<file path="src/rtl/clkdiv_pkg.sv">
package clkdiv_pkg;
  localparam int DIV_W    = 6;
  localparam int STOP_BIT = 8;

  // lowest bit of the source-select field for a given source count
  function automatic int sel_lsb(input int n);
    return (n == 8) ? 12 : 6;
  endfunction

  function automatic int sel_width(input int n);
    return (n > 1) ? $clog2(n) : 1;
  endfunction
endpackage

</file>
<file path="src/rtl/clkdiv_regs.sv">
module clkdiv_regs
  import clkdiv_pkg::*;
#(
  parameter int NSRC = 4,
  parameter int SW   = 2
) (
  input  logic             clk,
  input  logic             rst_n,
  input  logic             reg_wr,
  input  logic             reg_addr,
  input  logic [31:0]      reg_wdata,
  output logic [31:0]      reg_rdata,
  input  logic             st_running,
  input  logic             st_handover,
  output logic [DIV_W-1:0] div_q,
  output logic             stop_q,
  output logic [SW-1:0]    sel_q
);
  localparam int SL = sel_lsb(NSRC);
  localparam logic [31:0] SEL_MASK  = (NSRC > 1) ? (((32'd1 << SW) - 32'd1) << SL) : 32'd0;
  localparam logic [31:0] CTRL_MASK = SEL_MASK | (32'd1 << STOP_BIT) | ((32'd1 << DIV_W) - 32'd1);

  logic err_q;
  logic wr_ctrl, wr_stat, stop_bad;
  logic unused_wdata;

  assign unused_wdata = ^reg_wdata;
  assign wr_ctrl  = reg_wr & ~reg_addr;
  assign wr_stat  = reg_wr & reg_addr;
  assign stop_bad = reg_wdata[STOP_BIT] && (reg_wdata[DIV_W-1:0] == '0);

  always_ff @(posedge clk or negedge rst_n) begin
    if (!rst_n) begin
      div_q  <= '0;
      stop_q <= 1'b0;
      err_q  <= 1'b0;
    end else begin
      if (wr_ctrl) begin
        stop_q <= reg_wdata[STOP_BIT];
        div_q  <= stop_bad ? '1 : reg_wdata[DIV_W-1:0];
      end
      if (wr_ctrl && stop_bad)
        err_q <= 1'b1;
      else if (wr_stat && reg_wdata[0])
        err_q <= 1'b0;
    end
  end

  generate
    if (NSRC > 1) begin : g_sel
      always_ff @(posedge clk or negedge rst_n) begin
        if (!rst_n)       sel_q <= '0;
        else if (wr_ctrl) sel_q <= reg_wdata[SL +: SW];
      end
    end else begin : g_nosel
      assign sel_q = '0;
    end
  endgenerate

  always_comb begin
    reg_rdata = '0;
    if (!reg_addr) begin
      reg_rdata[DIV_W-1:0] = div_q;
      reg_rdata[STOP_BIT]  = stop_q;
      if (NSRC > 1) reg_rdata[SL +: SW] = sel_q;
    end else begin
      reg_rdata[2:0] = {st_handover, st_running, err_q};
    end
  end


  stop_div_nz_chk: assert property (@(posedge clk) disable iff (!rst_n)
    stop_q |-> (div_q != '0));


  err_sticky_chk: assert property (@(posedge clk) disable iff (!rst_n)
    (err_q && !(wr_stat && reg_wdata[0])) |=> err_q);


  undef_zero_chk: assert property (@(posedge clk) disable iff (!rst_n)
    !reg_addr |-> ((reg_rdata & ~CTRL_MASK) == 32'd0));
endmodule

</file>
<file path="src/rtl/clkdiv_sync.sv">
module clkdiv_sync #(
  parameter int NSRC = 4
) (
  input  logic            clk,
  input  logic            rst_n,
  input  logic [NSRC-1:0] src_clk,
  output logic [NSRC-1:0] lvl,
  output logic [NSRC-1:0] rise,
  output logic [NSRC-1:0] fall
);
  for (genvar gi = 0; gi < NSRC; gi++) begin : g_src
    logic [2:0] sh;
    always_ff @(posedge clk or negedge rst_n) begin
      if (!rst_n) sh <= '0;
      else        sh <= {sh[1:0], src_clk[gi]};
    end
    assign lvl[gi]  = sh[2];
    assign rise[gi] = sh[1] & ~sh[2];
    assign fall[gi] = ~sh[1] & sh[2];
  end
endmodule

</file>
<file path="src/rtl/clkdiv_core.sv">
module clkdiv_core
  import clkdiv_pkg::*;
#(
  parameter int NSRC = 4,
  parameter int SW   = 2
) (
  input  logic             clk,
  input  logic             rst_n,
  input  logic [DIV_W-1:0] r_div,
  input  logic             r_stop,
  input  logic [SW-1:0]    r_sel,
  input  logic [NSRC-1:0]  lvl,
  input  logic [NSRC-1:0]  rise,
  input  logic [NSRC-1:0]  fall,
  output logic             clk_out,
  output logic             running,
  output logic             handover
);
  logic [DIV_W-1:0] a_div, cnt;
  logic [SW-1:0]    a_sel, t_sel;
  logic             out_q, pass_q, idle_q, hand_q, hcnt;
  logic             rise_a, fall_a, rise_t, sel_chg, bnd;
  logic [DIV_W:0]   hi_len, nxt;

  assign rise_a  = rise[a_sel];
  assign fall_a  = fall[a_sel];
  assign rise_t  = rise[t_sel];
  assign sel_chg = (r_sel != a_sel);
  assign hi_len  = ({1'b0, a_div} + 7'd2) >> 1;
  assign nxt     = {1'b0, cnt} + 7'd1;

  always_comb begin
    if (idle_q)      bnd = sel_chg | rise_a;
    else if (pass_q) bnd = fall_a;
    else             bnd = rise_a && (cnt == a_div);
  end

  always_ff @(posedge clk or negedge rst_n) begin
    if (!rst_n) begin
      a_div <= '0; a_sel <= '0; t_sel <= '0; cnt <= '0;
      out_q <= 1'b0; pass_q <= 1'b0; idle_q <= 1'b1;
      hand_q <= 1'b0; hcnt <= 1'b0;
    end else if (hand_q) begin
      if (rise_t) begin
        if (hcnt) begin
          hand_q <= 1'b0;
          a_sel  <= t_sel;
          a_div  <= r_div;
          cnt    <= '0;
          if (!r_stop) begin
            idle_q <= 1'b0;
            pass_q <= (r_div == '0);
            out_q  <= (r_div != '0);
          end
        end else begin
          hcnt <= 1'b1;
        end
      end
    end else if (bnd) begin
      if (sel_chg) begin
        hand_q <= 1'b1; hcnt <= 1'b0; t_sel <= r_sel;
        out_q <= 1'b0; pass_q <= 1'b0; idle_q <= 1'b1;
      end else if (r_stop) begin
        idle_q <= 1'b1; out_q <= 1'b0; pass_q <= 1'b0; a_div <= r_div;
      end else if (pass_q) begin
        // boundary was a falling edge: a new ratio waits for the next rise
        if (r_div != '0) begin
          idle_q <= 1'b1; pass_q <= 1'b0; out_q <= 1'b0; a_div <= r_div;
        end
      end else begin
        idle_q <= 1'b0;
        a_div  <= r_div;
        cnt    <= '0;
        pass_q <= (r_div == '0);
        out_q  <= (r_div != '0);
      end
    end else if (!idle_q && !pass_q && rise_a) begin
      cnt   <= cnt + 1'b1;
      out_q <= (nxt < hi_len);
    end
  end

  assign clk_out  = pass_q ? lvl[a_sel] : out_q;
  assign running  = ~idle_q;
  assign handover = hand_q;


  hand_low_chk: assert property (@(posedge clk) disable iff (!rst_n)
    hand_q |-> !clk_out);


  idle_low_chk: assert property (@(posedge clk) disable iff (!rst_n)
    idle_q |-> !clk_out);


  cnt_bound_chk: assert property (@(posedge clk) disable iff (!rst_n)
    (!idle_q && !pass_q) |-> (cnt <= a_div));


  rise_src_chk: assert property (@(posedge clk) disable iff (!rst_n)
    $rose(clk_out) |-> $past(|rise));
endmodule

</file>
<file path="src/rtl/clkdiv_gen.sv">
module clkdiv_gen
  import clkdiv_pkg::*;
#(
  parameter int NSRC = 4
) (
  input  logic            clk,
  input  logic            rst_n,
  input  logic            reg_wr,
  input  logic            reg_addr,
  input  logic [31:0]     reg_wdata,
  output logic [31:0]     reg_rdata,
  input  logic [NSRC-1:0] src_clk,
  output logic            clk_out
);
  localparam int SW = sel_width(NSRC);

  logic [DIV_W-1:0] div_q;
  logic             stop_q, running, handover;
  logic [SW-1:0]    sel_q;
  logic [NSRC-1:0]  lvl, rise, fall;

  clkdiv_regs #(.NSRC(NSRC), .SW(SW)) u_regs (
    .clk(clk), .rst_n(rst_n), .reg_wr(reg_wr), .reg_addr(reg_addr),
    .reg_wdata(reg_wdata), .reg_rdata(reg_rdata),
    .st_running(running), .st_handover(handover),
    .div_q(div_q), .stop_q(stop_q), .sel_q(sel_q)
  );

  clkdiv_sync #(.NSRC(NSRC)) u_sync (
    .clk(clk), .rst_n(rst_n), .src_clk(src_clk),
    .lvl(lvl), .rise(rise), .fall(fall)
  );

  clkdiv_core #(.NSRC(NSRC), .SW(SW)) u_core (
    .clk(clk), .rst_n(rst_n), .r_div(div_q), .r_stop(stop_q), .r_sel(sel_q),
    .lvl(lvl), .rise(rise), .fall(fall),
    .clk_out(clk_out), .running(running), .handover(handover)
  );
endmodule

</file>
<file path="config.mk">
export PLATFORM = sky130hd
export DESIGN_NAME = clkdiv_gen
export DESIGN_NICKNAME = d
export VERILOG_FILES = /design/src/rtl/clkdiv_pkg.sv /design/src/rtl/clkdiv_regs.sv /design/src/rtl/clkdiv_sync.sv /design/src/rtl/clkdiv_core.sv /design/src/rtl/clkdiv_gen.sv
export SDC_FILE = /design/constraint.sdc
export NUM_CORES = 1
export LEC_CHECK = 0
export ABC_AREA = 1
export BUFFER_PORTS_ARGS = -buffer_cell sky130_fd_sc_hd__clkbuf_2
export CORE_MARGIN = 2
export CORE_UTILIZATION = 40
export DETAILED_ROUTE_END_ITERATION = 8
export SETUP_SLACK_MARGIN = 0.02
export SLEW_MARGIN = 20
export SYNTH_ARGS = -nofsm -noshare
export SYNTH_HDL_FRONTEND = slang
export SYNTH_SLANG_ARGS = --single-unit
</file>
<file path="constraint.sdc">
create_clock -name clk -period 3 [get_ports clk]
set_input_delay 0.15 -clock clk [delete_from_list [all_inputs] [get_ports clk]]
set_output_delay 0.15 -clock clk [all_outputs]
set_load 0.02 [all_outputs]
</file>
==> results.json <==
{
  "synth_common_cells": "nand2_1, inv_1, dfrtp_1, nor2_1, o21ai_0",
  "drv_slew": 0,
  "end_kind": "flop",
  "rows": 29,
  "synth_top_area_cell": "dfrtp_1",
  "path_class": "flop to flop",
  "hold_ws_ns": -0.0153,
  "p_per_area_nw_per_um2": 838,
  "ioPinCount": 73,
  "yosysUniqueCellTypes": 36,
  "postCtsSetupRepairBufs": 0,
  "worst_pin_slew_ns": 0.931,
  "gp_congestion": 0.824,
  "vdd_drop_max_mv": 0.393,
  "synth-main-ff-cell": "dfrtp_1",
  "fmax_mhz": 468,
  "violations": "negative hold slack",
  "die_y_microns": 86.2,
  "wl_per_cell_microns": 11.1,
  "final.period_utilization": 0.712,
  "nets": 420,
  "viasPerCell": 4.64,
  "drt_first_pass_iters": 4,
  "cts_htree_levels": 2,
  "yosys.cell_count.top_type": "nand2_1",
  "hp-class": "primary input to async pin",
  "grt_pass1_vias": 2017,
  "synthArstFlopShare": 1.00,
  "drive_above_1_share": 0.179,
  "preCtsSetupSlack_ns": 0.838,
  "netlist_instances": 343,
  "drv_cap": 0,
  "rsz0062_at_grt": "false",
  "start_util": 0.419,
  "yosysTopAreaCellShare": 0.389,
  "fin_crit_ns": 2.14,
  "ant_nets": 0,
  "grt_pass1_wl_microns": 8980,
  "clkSinkCount": 43,
  "grt_usage": 0.150,
  "clkLatencyLatePin_ns": 0.30,
  "seq_area_frac_synth": 0.398,
  "netlist_area_sq_um": 2700,
  "clkTransAtPathRegs_ns": 0.09,
  "wl_microns": 5000,
  "ctsHoldBuffers": 4,
  "cp.required_ns": 3.24,
  "hold_viol_final": 27,
  "grt_start_max_net_pins": 44,
  "syn_area_per_cell_sq_um": 7.88,
  "cts_buffers": 5,
  "status": "complete, but fails checks",
  "area_growth_pct": 8.75,
  "synth_area_leaders": "dfrtp_1, nand2_1, buf_4",
  "power.leakage_nw": 1.51,
  "cts_tree": "yes",
  "die_w_microns": 86.2,
  "finalSetupViolations": 0,
  "maxSlewHeadroom": 0.380,
  "worstPathArrival_ns": 2.38,
  "synth-seq-cells": 43,
  "via_count": 2093,
  "antenna_found_initial": 0,
  "hpwl_microns": 3860,
  "tns_ns": 0,
  "drc": 0,
  "fp.coreArea_sq_um": 6460,
  "antenna_cells": 0,
  "die_area_sq_um": 7430,
  "synth_edf_count": 0,
  "cts-root-buf": "clkbuf_8",
  "power_mw": 2.46,
  "critPathLaunchType": "flop",
  "clk_path_buf_depth": 2,
  "drtIter0Drc": 63,
  "post-route-util": 0.455,
  "finClkSkew_ns": 0.00548,
  "port_buffers": 26,
  "yosysWarnings": 0,
  "crit_fanout": 7,
  "worst_slack_ns": 0.863,
  "post_cts_resized": 0,
  "overflow": 0
}
## power by group
group | internal, mW | switching, mW
logic | 0.423 | 0.762
registers | 0.713 | 0.168
clock network | 0.188 | 0.209
## logic make-up (layout without fill, tap and decap cells)
group | count (synthesis) | count (layout) | synth area share
buf+inv | 78 | 87 | 0.148
xor+xnor | 8 | 8 | 0.0259
compound gates | 45 | 45 | 0.101
fa+ha+maj | 7 | 7 | 0.0324
flops | 43 | 43 | 0.398
simple gates | 161 | 161 | 0.292
other cells | 1 | 23 | 0.00139
## sequential cells by signal, indices dropped and copies added (netlist names), 2 cells and up
register / cells
u_core.a_div: 6
u_core.a_sel: 2
u_core.cnt: 6
u_core.t_sel: 2
u_regs.div_q: 6
u_regs.sel_q: 2
u_sync.g_src.sh: 12
## critical path, stage by stage (launching register included)
cell and delay [ns]:
dfrtp_1 0.47, ha_1 0.23, nand2_1 0.06, nor2_1 0.15, xor2_1 0.22, ha_1 0.28
a21oi_1 0.15, o211ai_1 0.09, nor2_1 0.12, nand2_1 0.06, nand2_1 0.05, nand2_1 0.04
nand2_1 0.08, nand2_1 0.05, nand2_1 0.05
## routing by layer
metal	GRT usage	up-vias	wire length, microns
li1	-	1097	-
met1	0.204	941	2450
met2	0.245	51	2330
met3	0.0286	4	180
met4	0.0440	0	43
met5	0	-	0
## path summary, 6_finish.rpt
check                                                      from                               to  slack [ns]  cells after the start
max in group asynchronous                                 rst_n      u_core.a_div[1]$_DFFE_PN0P_        2.44                      1
worst max register to register        u_core.cnt[0]$_DFFE_PN0P_         u_core.out_q$_DFFE_PN0P_        0.86                     14
worst min-delay path                                      rst_n  u_sync.g_src[0].sh[2]$_DFF_PN0_       -0.02                      1
worst max-delay path                  u_core.cnt[0]$_DFFE_PN0P_         u_core.out_q$_DFFE_PN0P_        0.86                     14
min in group clk                                   reg_wdata[6]      u_regs.sel_q[0]$_DFFE_PN0P_        0.06                      3
worst min register to register  u_sync.g_src[0].sh[0]$_DFF_PN0_  u_sync.g_src[0].sh[1]$_DFF_PN0_        0.35                      0
## stage by stage
stage,cells,cell area (sq um)
CTS,451,2940
global placement,439,2800
detailed placement,439,2800
floorplan,365,2790
finish,451,2940
global route,451,2940
## cell usage in the layout (no fill, tap or decap), types with 2 or more instances in the layout
| cell | n |
|---|---|
| dlygate4sd3_1 | 4 |
| clkbuf_2 | 25 |
| nor2_2 | 2 |
| nand4_1 | 5 |
| nand3_4 | 3 |
| xnor2_1 | 2 |
| a21oi_1 | 6 |
| nand2_2 | 6 |
| nand3b_1 | 2 |
| conb_1 | 23 |
| nand3_1 | 22 |
| ha_1 | 7 |
| nand2_4 | 2 |
| inv_1 | 46 |
| o21ai_2 | 7 |
| clkbuf_8 | 6 |
| nand2_1 | 76 |
| xor2_1 | 6 |
| inv_2 | 2 |
| dfrtp_1 | 42 |
| nand3_2 | 5 |
| nor2_1 | 33 |
| o211ai_1 | 2 |
| o21ai_0 | 26 |
## cell type report
type                            instances  area, sq um
Clock buffer                            6         82.6
Clock inverter                          2         16.3
Fill cell                             663         3520
Inverter                               49          189
Multi-Input combinational cell        244         1310
Sequential cell                        43         1080
Tap cell                               77         96.3
Timing Repair Buffer                   30          170
Note: power is estimated with default switching activity, not from simulation.
